$ cat config.mk
export PLATFORM = sky130hd
export DESIGN_NAME = rtc_daysec
export DESIGN_NICKNAME = d
export VERILOG_FILES = /design/src/rtl/rtc_daysec_pkg.sv /design/src/rtl/rtc_daysec_counter.sv /design/src/rtl/rtc_daysec_alarm.sv /design/src/rtl/rtc_daysec_irq.sv /design/src/rtl/rtc_daysec.sv
export SDC_FILE = /design/constraint.sdc
export NUM_CORES = 1
export LEC_CHECK = 0
export CAP_MARGIN = 40
export CORE_MARGIN = 2
export CORE_UTILIZATION = 35
export CTS_CLUSTER_DIAMETER = 100
export DETAILED_ROUTE_END_ITERATION = 7
export GPL_TIMING_DRIVEN = 0
export PLACE_DENSITY = 0.6
export SKIP_CTS_REPAIR_TIMING = 1
export SYNTH_ARGS = -nofsm -noshare
export SYNTH_HDL_FRONTEND = slang
export SYNTH_SLANG_ARGS = --single-unit
$ cat constraint.sdc
create_clock -name clk -period 1.79 [get_ports clk]
set_input_delay 0.358 -clock clk [delete_from_list [all_inputs] [get_ports clk]]
set_output_delay 0.358 -clock clk [all_outputs]
set_load 0.03 [all_outputs]
$ cat src/rtl/rtc_daysec_pkg.sv
package rtc_daysec_pkg;
  localparam int REG_AW = 3;

  typedef enum logic [REG_AW-1:0] {
    A_DAY      = 3'd0,
    A_SEC_LO   = 3'd1,
    A_SEC_HI   = 3'd2,
    A_ALM_DAY  = 3'd3,
    A_ALM_LO   = 3'd4,
    A_ALM_HI   = 3'd5,
    A_IRQ_EN   = 3'd6,
    A_IRQ_STAT = 3'd7
  } reg_addr_e;

  localparam int IRQ_ALARM = 0;
  localparam int IRQ_TICK  = 1;
  localparam int IRQ_N     = 2;
endpackage

$ cat src/rtl/rtc_daysec_counter.sv
module rtc_daysec_counter #(
  parameter int DAY_W        = 15,
  parameter int LO_W         = 8,
  parameter int HI_W         = 9,
  parameter int DATA_W       = 16,
  parameter int SECS_PER_DAY = 86400,
  localparam int SEC_W       = LO_W + HI_W
) (
  input  logic              clk,
  input  logic              rst,
  input  logic              tick,
  input  logic              wr_day,
  input  logic              wr_lo,
  input  logic              wr_hi,
  input  logic [DATA_W-1:0] wdata,
  output logic [DAY_W-1:0]  day_q,
  output logic [SEC_W-1:0]  sec_q
);
  localparam logic [SEC_W-1:0] LAST = SEC_W'(SECS_PER_DAY - 1);

  logic any_wr;
  assign any_wr = wr_day | wr_lo | wr_hi;

  always_ff @(posedge clk) begin
    if (rst) begin
      day_q <= '0;
      sec_q <= '0;
    end else if (any_wr) begin
      if (wr_day) day_q <= wdata[DAY_W-1:0];
      if (wr_lo)  sec_q[LO_W-1:0] <= wdata[LO_W-1:0];
      if (wr_hi)  sec_q[SEC_W-1:LO_W] <= wdata[HI_W-1:0];
    end else if (tick) begin
      if (sec_q >= LAST) begin
        sec_q <= '0;
        day_q <= day_q + DAY_W'(1);
      end else begin
        sec_q <= sec_q + SEC_W'(1);
      end
    end
  end
endmodule

$ cat src/rtl/rtc_daysec_alarm.sv
module rtc_daysec_alarm #(
  parameter int DAY_W  = 15,
  parameter int LO_W   = 8,
  parameter int HI_W   = 9,
  parameter int DATA_W = 16,
  localparam int SEC_W = LO_W + HI_W
) (
  input  logic              clk,
  input  logic              rst,
  input  logic              wr_day,
  input  logic              wr_lo,
  input  logic              wr_hi,
  input  logic [DATA_W-1:0] wdata,
  input  logic [DAY_W-1:0]  day,
  input  logic [SEC_W-1:0]  sec,
  output logic [DAY_W-1:0]  alm_day_q,
  output logic [SEC_W-1:0]  alm_sec_q,
  output logic              hit
);
  logic match, match_q;

  always_ff @(posedge clk) begin
    if (rst) begin
      alm_day_q <= '0;
      alm_sec_q <= '0;
    end else begin
      if (wr_day) alm_day_q <= wdata[DAY_W-1:0];
      if (wr_lo)  alm_sec_q[LO_W-1:0] <= wdata[LO_W-1:0];
      if (wr_hi)  alm_sec_q[SEC_W-1:LO_W] <= wdata[HI_W-1:0];
    end
  end

  assign match = (day == alm_day_q) && (sec == alm_sec_q);

  // After reset both sides are zero; start "already matched" so no event fires.
  always_ff @(posedge clk) begin
    if (rst) match_q <= 1'b1;
    else     match_q <= match;
  end

  assign hit = match & ~match_q;
endmodule

$ cat src/rtl/rtc_daysec_irq.sv
module rtc_daysec_irq #(
  parameter int N = 2
) (
  input  logic         clk,
  input  logic         rst,
  input  logic [N-1:0] set,
  input  logic         wr_en_reg,
  input  logic         wr_stat_reg,
  input  logic [N-1:0] wbits,
  output logic [N-1:0] en_q,
  output logic [N-1:0] stat_q,
  output logic         irq_q
);
  always_ff @(posedge clk) begin
    if (rst) begin
      en_q   <= '0;
      stat_q <= '0;
      irq_q  <= 1'b0;
    end else begin
      if (wr_en_reg) en_q <= wbits;
      stat_q <= (stat_q & ~(wr_stat_reg ? wbits : '0)) | set;
      irq_q  <= |(stat_q & en_q);
    end
  end
endmodule

$ cat src/rtl/rtc_daysec.sv
module rtc_daysec
  import rtc_daysec_pkg::*;
#(
  parameter int DAY_W        = 15,
  parameter int LO_W         = 8,
  parameter int HI_W         = 9,
  parameter int DATA_W       = 16,
  parameter int SECS_PER_DAY = 86400
) (
  input  logic              clk,
  input  logic              rst,
  input  logic              tick_i,
  input  logic              wr_en,
  input  logic              rd_en,
  input  logic [REG_AW-1:0] addr,
  input  logic [DATA_W-1:0] wdata,
  output logic [DATA_W-1:0] rdata,
  output logic              irq_o
);
  localparam int SEC_W = LO_W + HI_W;

  logic [DAY_W-1:0] day_q, alm_day_q;
  logic [SEC_W-1:0] sec_q, alm_sec_q;
  logic [IRQ_N-1:0] en_q, stat_q, irq_set;
  logic             alm_hit;
  logic [DATA_W-1:0] rd_mux;

  logic [7:0] wsel;
  always_comb begin
    wsel = '0;
    if (wr_en) wsel[addr] = 1'b1;
  end

  rtc_daysec_counter #(
    .DAY_W(DAY_W), .LO_W(LO_W), .HI_W(HI_W), .DATA_W(DATA_W), .SECS_PER_DAY(SECS_PER_DAY)
  ) u_cnt (
    .clk(clk), .rst(rst), .tick(tick_i),
    .wr_day(wsel[A_DAY]), .wr_lo(wsel[A_SEC_LO]), .wr_hi(wsel[A_SEC_HI]),
    .wdata(wdata), .day_q(day_q), .sec_q(sec_q)
  );

  rtc_daysec_alarm #(
    .DAY_W(DAY_W), .LO_W(LO_W), .HI_W(HI_W), .DATA_W(DATA_W)
  ) u_alm (
    .clk(clk), .rst(rst),
    .wr_day(wsel[A_ALM_DAY]), .wr_lo(wsel[A_ALM_LO]), .wr_hi(wsel[A_ALM_HI]),
    .wdata(wdata), .day(day_q), .sec(sec_q),
    .alm_day_q(alm_day_q), .alm_sec_q(alm_sec_q), .hit(alm_hit)
  );

  always_comb begin
    irq_set = '0;
    irq_set[IRQ_ALARM] = alm_hit;
    irq_set[IRQ_TICK]  = tick_i;
  end

  rtc_daysec_irq #(.N(IRQ_N)) u_irq (
    .clk(clk), .rst(rst), .set(irq_set),
    .wr_en_reg(wsel[A_IRQ_EN]), .wr_stat_reg(wsel[A_IRQ_STAT]),
    .wbits(wdata[IRQ_N-1:0]),
    .en_q(en_q), .stat_q(stat_q), .irq_q(irq_o)
  );

  always_comb begin
    rd_mux = '0;
    case (addr)
      A_DAY:      rd_mux[DAY_W-1:0] = day_q;
      A_SEC_LO:   rd_mux[LO_W-1:0]  = sec_q[LO_W-1:0];
      A_SEC_HI:   rd_mux[HI_W-1:0]  = sec_q[SEC_W-1:LO_W];
      A_ALM_DAY:  rd_mux[DAY_W-1:0] = alm_day_q;
      A_ALM_LO:   rd_mux[LO_W-1:0]  = alm_sec_q[LO_W-1:0];
      A_ALM_HI:   rd_mux[HI_W-1:0]  = alm_sec_q[SEC_W-1:LO_W];
      A_IRQ_EN:   rd_mux[IRQ_N-1:0] = en_q;
      A_IRQ_STAT: rd_mux[IRQ_N-1:0] = stat_q;
      default:    rd_mux = '0;
    endcase
  end

  always_ff @(posedge clk) begin
    if (rst)        rdata <= '0;
    else if (rd_en) rdata <= rd_mux;
  end
endmodule

Word level (Yosys, flattened, before mapping):

Cells that the tools add are included.
W data, S select, Z words.

* word-level logic and storage cells: 62
* output and inout bits: 17
* register bits after elaboration: 85
* input bits: 24

* muxes and demuxes: 17
* add/sub/neg operators: 2
* equality and inequality tests: 12
* bitwise operators: 8
* reductions and logical operators: 9
* order comparisons: 3

Operators with widths (number)
* $mux W15: 4
* $mux W17: 3
* $pmux W6 S6: 1
* $add A17 B1 Y17 const B: 1
* $eq A17 B17 Y1: 1
* $ge A17 B17 Y1 const B: 1
* $mux W8: 2
* $pmux W2 S8: 1
* $add A15 B1 Y15 const B: 1
* $eq A15 B15 Y1: 1
* $eq A3 B3 Y1 const B: 4
* $pmux W6 S2: 1
* $mux W9: 1
* $eq A3 B2 Y1 const B: 2
* $ne A2 B2 Y1 const B: 3
* $and A2 B2 Y2: 2
* $lt A3 B4 Y1 const B: 1
* $pmux W1 S4: 1
* $reduce_and A2 Y1: 2
* $reduce_bool A2 Y1: 2
* $demux W1 S3: 1
* $eq A3 B1 Y1 const B: 1
* $ge A3 B1 Y1 const B: 1
* $logic_not A3 Y1: 1
* 10 further kinds: 12

Longest topological paths before layout:

* depth in word-level cells: 9
* gate-level depth with buffers: 8
* depth with buffers taken out: 6

Hierarchy:

A second synthesis with hierarchy kept.

* cell total of the unflattened synthesis: 613
* area total of the unflattened synthesis: 5087.4 um^2

By module, submodules not included
* rtc_daysec_counter: area each 2168.3 um^2, cells an instance 288, instances 1
* rtc_daysec_alarm: area each 1517.7 um^2, cells an instance 151, instances 1
* rtc_daysec: area each 1229.9 um^2, cells an instance 157, instances 1
* rtc_daysec_irq: area each 171.4 um^2, cells an instance 17, instances 1

Worst setup path before layout:

No wires, ideal clock.

* path kind: register to register
* from: register u_cnt.sec_q[0]
* to: register u_cnt.day_q[6]
* slack: -0.071 ns
* cell stages (with the launch flop): 9
* buffers on the path: 2
* setup time: 0.117 ns
* arrival time: 1.744 ns
* data required time: 1.673 ns
* cell sequence: dfxtp_1 ha_1 and4_1 buf_4 a311oi_1 o211a_1 buf_4 nor2_1 a32o_1

* cells in the longest elaborated chain, start to end: 3

RTL lines
* start, declared: line rtc_daysec_counter.sv:17 `output logic [SEC_W-1:0] sec_q`
* start signal, assigned by index: line rtc_daysec_counter.sv:30 `if (wr_lo) sec_q[LO_W-1:0] <= wdata[LO_W-1:0];`
* start signal, assigned by index: line rtc_daysec_counter.sv:31 `if (wr_hi) sec_q[SEC_W-1:LO_W] <= wdata[HI_W-1:0];`
* start signal, assigned: line rtc_daysec_counter.sv:37 `sec_q <= sec_q + SEC_W'(1);`
* $ge A17 B17 Y1: line rtc_daysec_counter.sv:33 `if (sec_q >= LAST) begin`
* $reduce_bool A2 Y1 (no line)
* $reduce_and A3 Y1 (no line)
* end signal, assigned: line rtc_daysec_counter.sv:29 `if (wr_day) day_q <= wdata[DAY_W-1:0];`
* end signal, assigned: line rtc_daysec_counter.sv:35 `day_q <= day_q + DAY_W'(1);`
* end, declared: line rtc_daysec_counter.sv:16 `output logic [DAY_W-1:0] day_q,`

No other way between the ends.
A chain may end at the register's enable or synchronous reset.

Worst setup path after layout:

* from: register u_cnt.sec_q[0]
* to: register u_cnt.sec_q[11]

* cells in the longest elaborated chain, start to end: 4
* elaborated cells on any way between the ends: 5
* those cells by class: add/sub: 1; order compare: 1; mux: 3

RTL lines
* $add A17 B1 Y17 or $ge A17 B17 Y1 (tied branches): line rtc_daysec_counter.sv:37, rtc_daysec_counter.sv:33
* $mux W17 (*): line rtc_daysec_counter.sv:33
* $mux W17 (*): line rtc_daysec_counter.sv:32 `end else if (tick) begin`
* $mux W17 (*): line rtc_daysec_counter.sv:28 `end else if (any_wr) begin`

Every way passes the cells marked *; elsewhere a longest branch is shown, timed or not. The select of a mux whose other input is x is not followed.

==> impl_metrics.env <==
export IMPL_dieArea_um2=15600
export IMPL_hp_start="wr_en"
export IMPL_post_synth_instance_area_um2=5110
export IMPL_finalSetupTns_ns=-0.954
export IMPL_hold_viol_final=0
export IMPL_synth_yosys_seq_area_share_pct=33.3
export IMPL_dp_hpwl_um=13800
export IMPL_cts_made_buffers=9
export IMPL_critPathLaunch="u_cnt.sec_q[0]"
export IMPL_clock_root_buffer="clkbuf_16"
export IMPL_power_w=0.00513
export IMPL_path_cells="buf_4, nand4_1, a21oi_2, a21o_1, buf_6, or4b_4, a31oi_1"
export IMPL_worst_slew_pin_slew_ns=0.782
export IMPL_antennaDiodeCount=0
export IMPL_worst_hold_path_type="in -> reg"
export IMPL_drc=0
export IMPL_post_route_cells_drive_above_1_share_pct=23.0
export IMPL_hold_end="u_irq.stat_q[0]"
export IMPL_yosys_area_top_type="dfxtp_1"
export IMPL_cts_sink_count=85
export IMPL_detail_route_wl_per_cell_um=21.7
export IMPL_clock_insertion_delay_worst_skew_ns=0.37
export IMPL_postSynth_asyncResetShare_pct=0
export IMPL_synth_edff_count=0
export IMPL_first_pass_grt_wire_length_um=29100
export IMPL_crit_path_max_fanout=8
export IMPL_type_of_origin_of_the_critical_path="flip-flop"
export IMPL_die_h_um=125
export IMPL_cp_required_ns=2.05
export IMPL_clock_fmax_mhz=517
export IMPL_final_critical_path_setup_slack_ns=-0.145
export IMPL_floorplan_initialDensity_pct=35.4
export IMPL_syn_area_per_cell_um2=7.95
export IMPL_antenna_found_initial=0
export IMPL_cts_root_to_sink_buffers=2
export IMPL_reg2reg_setup_slack_ns=-0.15
export IMPL_holdPathStages=4
export IMPL_placeableCoreArea_um2=14400
export IMPL_synth_yosys_warnings=0
export IMPL_setup_viol=13
export IMPL_die_width_um=125
export IMPL_final_period_minus_worst_setup_slack_ns=1.94
export IMPL_io_buffer_count=35
export IMPL_avgViaCountPerCell=6.14
export IMPL_num_rows=44
export IMPL_cellPowerDensity_nw_per_um2=772
export IMPL_design_portCount=41
export IMPL_worst_endpoint_arrival_ns=2.20
export IMPL_num_nets_final=739
export IMPL_relSlewSlack_pct=47.9
export IMPL_timing_critical_path_buf_inv=2
export IMPL_reg2regPathDepth=7
export IMPL_worstSetupPathType="reg -> reg"
export IMPL_synth_main_ff_cell="dfxtp_1"
export IMPL_timing_max_transition_violations_final=0
export IMPL_postLayoutCoreUtil_pct=46.1
export IMPL_fin_skew_ns=0.0123
export IMPL_dp_worst_setup_slack_ns=-0.934
export IMPL_synth_seq_cells=85
export IMPL_synth_area_top_cells="dfxtp_1 33%, nand2_1 6.7%, a21oi_1 5.5%, xnor2_1 5.5%, nor2_1 3.2%"
export IMPL_routed_wl_um=19600
export IMPL_gr_total_overflow=0
export IMPL_cp_slowest_cell="or4b_4"
export IMPL_max_cap_viol_count=0
export IMPL_synthesis_nets=669
export IMPL_worst_r2r_start="u_cnt.sec_q[0]"
export IMPL_violations="negative setup slack"
export IMPL_regToRegEndpoint="u_cnt.sec_q[11]"
export IMPL_worst_hold_slack_ns=0.425
export IMPL_maximum_number_of_pins_on_one_net_before_global_route_repair=15
export IMPL_syn2layout_area_growth_pct=30.1
export IMPL_grt_setup_unrepaired="true"
export IMPL_cts_tree="yes"
export IMPL_synth_cells=643
export IMPL_clock_tree_htree_level_count=3
export IMPL_placer_congestion_estimate=0.943
export IMPL_timing_final_crit_share_pct=108
export IMPL_clkTransAtPathRegs_ns=0.07
export IMPL_power_ir_vdd_worst_mv=0.403
export IMPL_number_of_library_cell_types_mapped_by_synthesis=72
export IMPL_outcome="finished, violations left"
export IMPL_crit_path_max_incr_delay_ns=0.51
export IMPL_drt_iter0_markers=781
export IMPL_detailroute_via_count=5539
export IMPL_cellLeakagePower_nw=2.25
export IMPL_synth_top_area_share_pct=33.3
export IMPL_critPathTopFamily="simple AND/OR/NAND/NOR gates"
export IMPL_gr_usage_all_layers_pct=24.0
export IMPL_dr_pass1_iters=6
export IMPL_route_antenna_remaining_nets=0
export IMPL_critPathCaptureType="flip-flop"
export IMPL_number_of_global_route_vias_before_repair=4938
flip-flops by register name (all words and copies together), names as in the netlist, 2 cells and up:
signal and count:
rdata 15, u_irq.stat_q 2, u_alm.alm_day_q 15, u_irq.en_q 2
u_cnt.day_q 15, u_alm.alm_sec_q 17, u_cnt.sec_q 17
layout by cell type, fill, tap and decap left out, types with 11 or more instances in the layout:
master	count
clkdlybuf4s50_1	32
clkbuf_1	13
and3_1	11
nand4_1	23
buf_6	13
nand2_1	89
a31oi_1	16
nand3_1	22
buf_4	32
o21ai_0	14
dfxtp_2	11
xnor2_1	31
dfxtp_1	74
a22oi_1	12
inv_1	12
clkbuf_2	12
nor2_1	38
a21oi_1	55
per-layer routing:
layer	part of all wire [%]	GRT usage [%]	vias up
met4	3.8	10.5	0
li1	-	-	2513
met2	44	36.2	324
met3	8.8	4.55	69
met5	0	0	-
met1	43	33.5	2633
how the worst max path moves through the flow:
stage                                      to  slack (ns)  cells past startpoint
after global placement    u_alm.alm_sec_q[16]       -0.82                      7
after global routing          u_cnt.sec_q[11]       -0.21                      7
after floorplan               u_cnt.day_q[14]      -0.009                      8
final                         u_cnt.sec_q[11]       -0.15                      7
after detailed placement      u_cnt.day_q[14]       -0.93                      8
after CTS                     u_cnt.day_q[14]       -0.56                      8
synth_stat cells (3+ instances only):
cell / count
a211oi_1: 9
a21oi_1: 56
a22o_1: 6
a22oi_1: 12
a311oi_1: 4
a31oi_1: 16
and2_1: 4
and3_1: 11
and4_1: 3
buf_2: 21
buf_4: 9
buf_6: 3
clkbuf_1: 28
dfxtp_1: 85
inv_1: 12
mux2_2: 7
mux2i_1: 7
mux4_2: 4
nand2_1: 91
nand3_1: 25
nand4_1: 23
nand4b_1: 4
nor2_1: 43
nor2b_1: 9
nor3_1: 10
nor4_1: 8
o211ai_1: 3
o21a_1: 3
o21ai_0: 15
o221ai_1: 4
o22ai_1: 4
o311ai_0: 6
o31ai_1: 8
o32ai_1: 8
o41a_1: 4
xnor2_1: 32
layout make-up:
class	instances	area [um2]
clock inverter	5	108
clock buffer	11	233
buffer	58	385
inverter	13	48.8
multi-input combinational	483	3350
fill	1411	7780
sequential	85	1720
tap	184	230
timing repair buffer	63	581
kinds of logic after synthesis:
group | Yosys count | synth area share, %
XOR/XNOR | 32 | 5.48
multiplexers | 19 | 5.19
flip-flops | 85 | 33.3
other | 1 | 0.0734
AO/OA/AOI/OAI | 182 | 24.9
adder cells (fa/ha/maj) | 2 | 0.490
buffers and inverters | 76 | 7.20
AND/OR/NAND/NOR | 246 | 23.4
per-stage QoR:
stage,instance area [um2],std cells
floorplan,5130,643
global placement,5710,862
detailed placement,5710,862
CTS,6050,878
global route,6650,902
finish,6650,902
power by group:
group	total, W	internal [W]	switching (W)
combinational	0.000913	0.000363	0.000550
clock	0.00220	0.00137	0.000831
sequential	0.00202	0.00196	0.0000611
worst register-to-register path, delay by kind of cell (launching register included):
family / cells / cell delay, ns
buf+inv: 2 / 0.33
compound gates: 3 / 0.51
simple gates: 2 / 0.66
flops: 1 / 0.33
No activity file was read; power rests on OpenSTA's default activity.
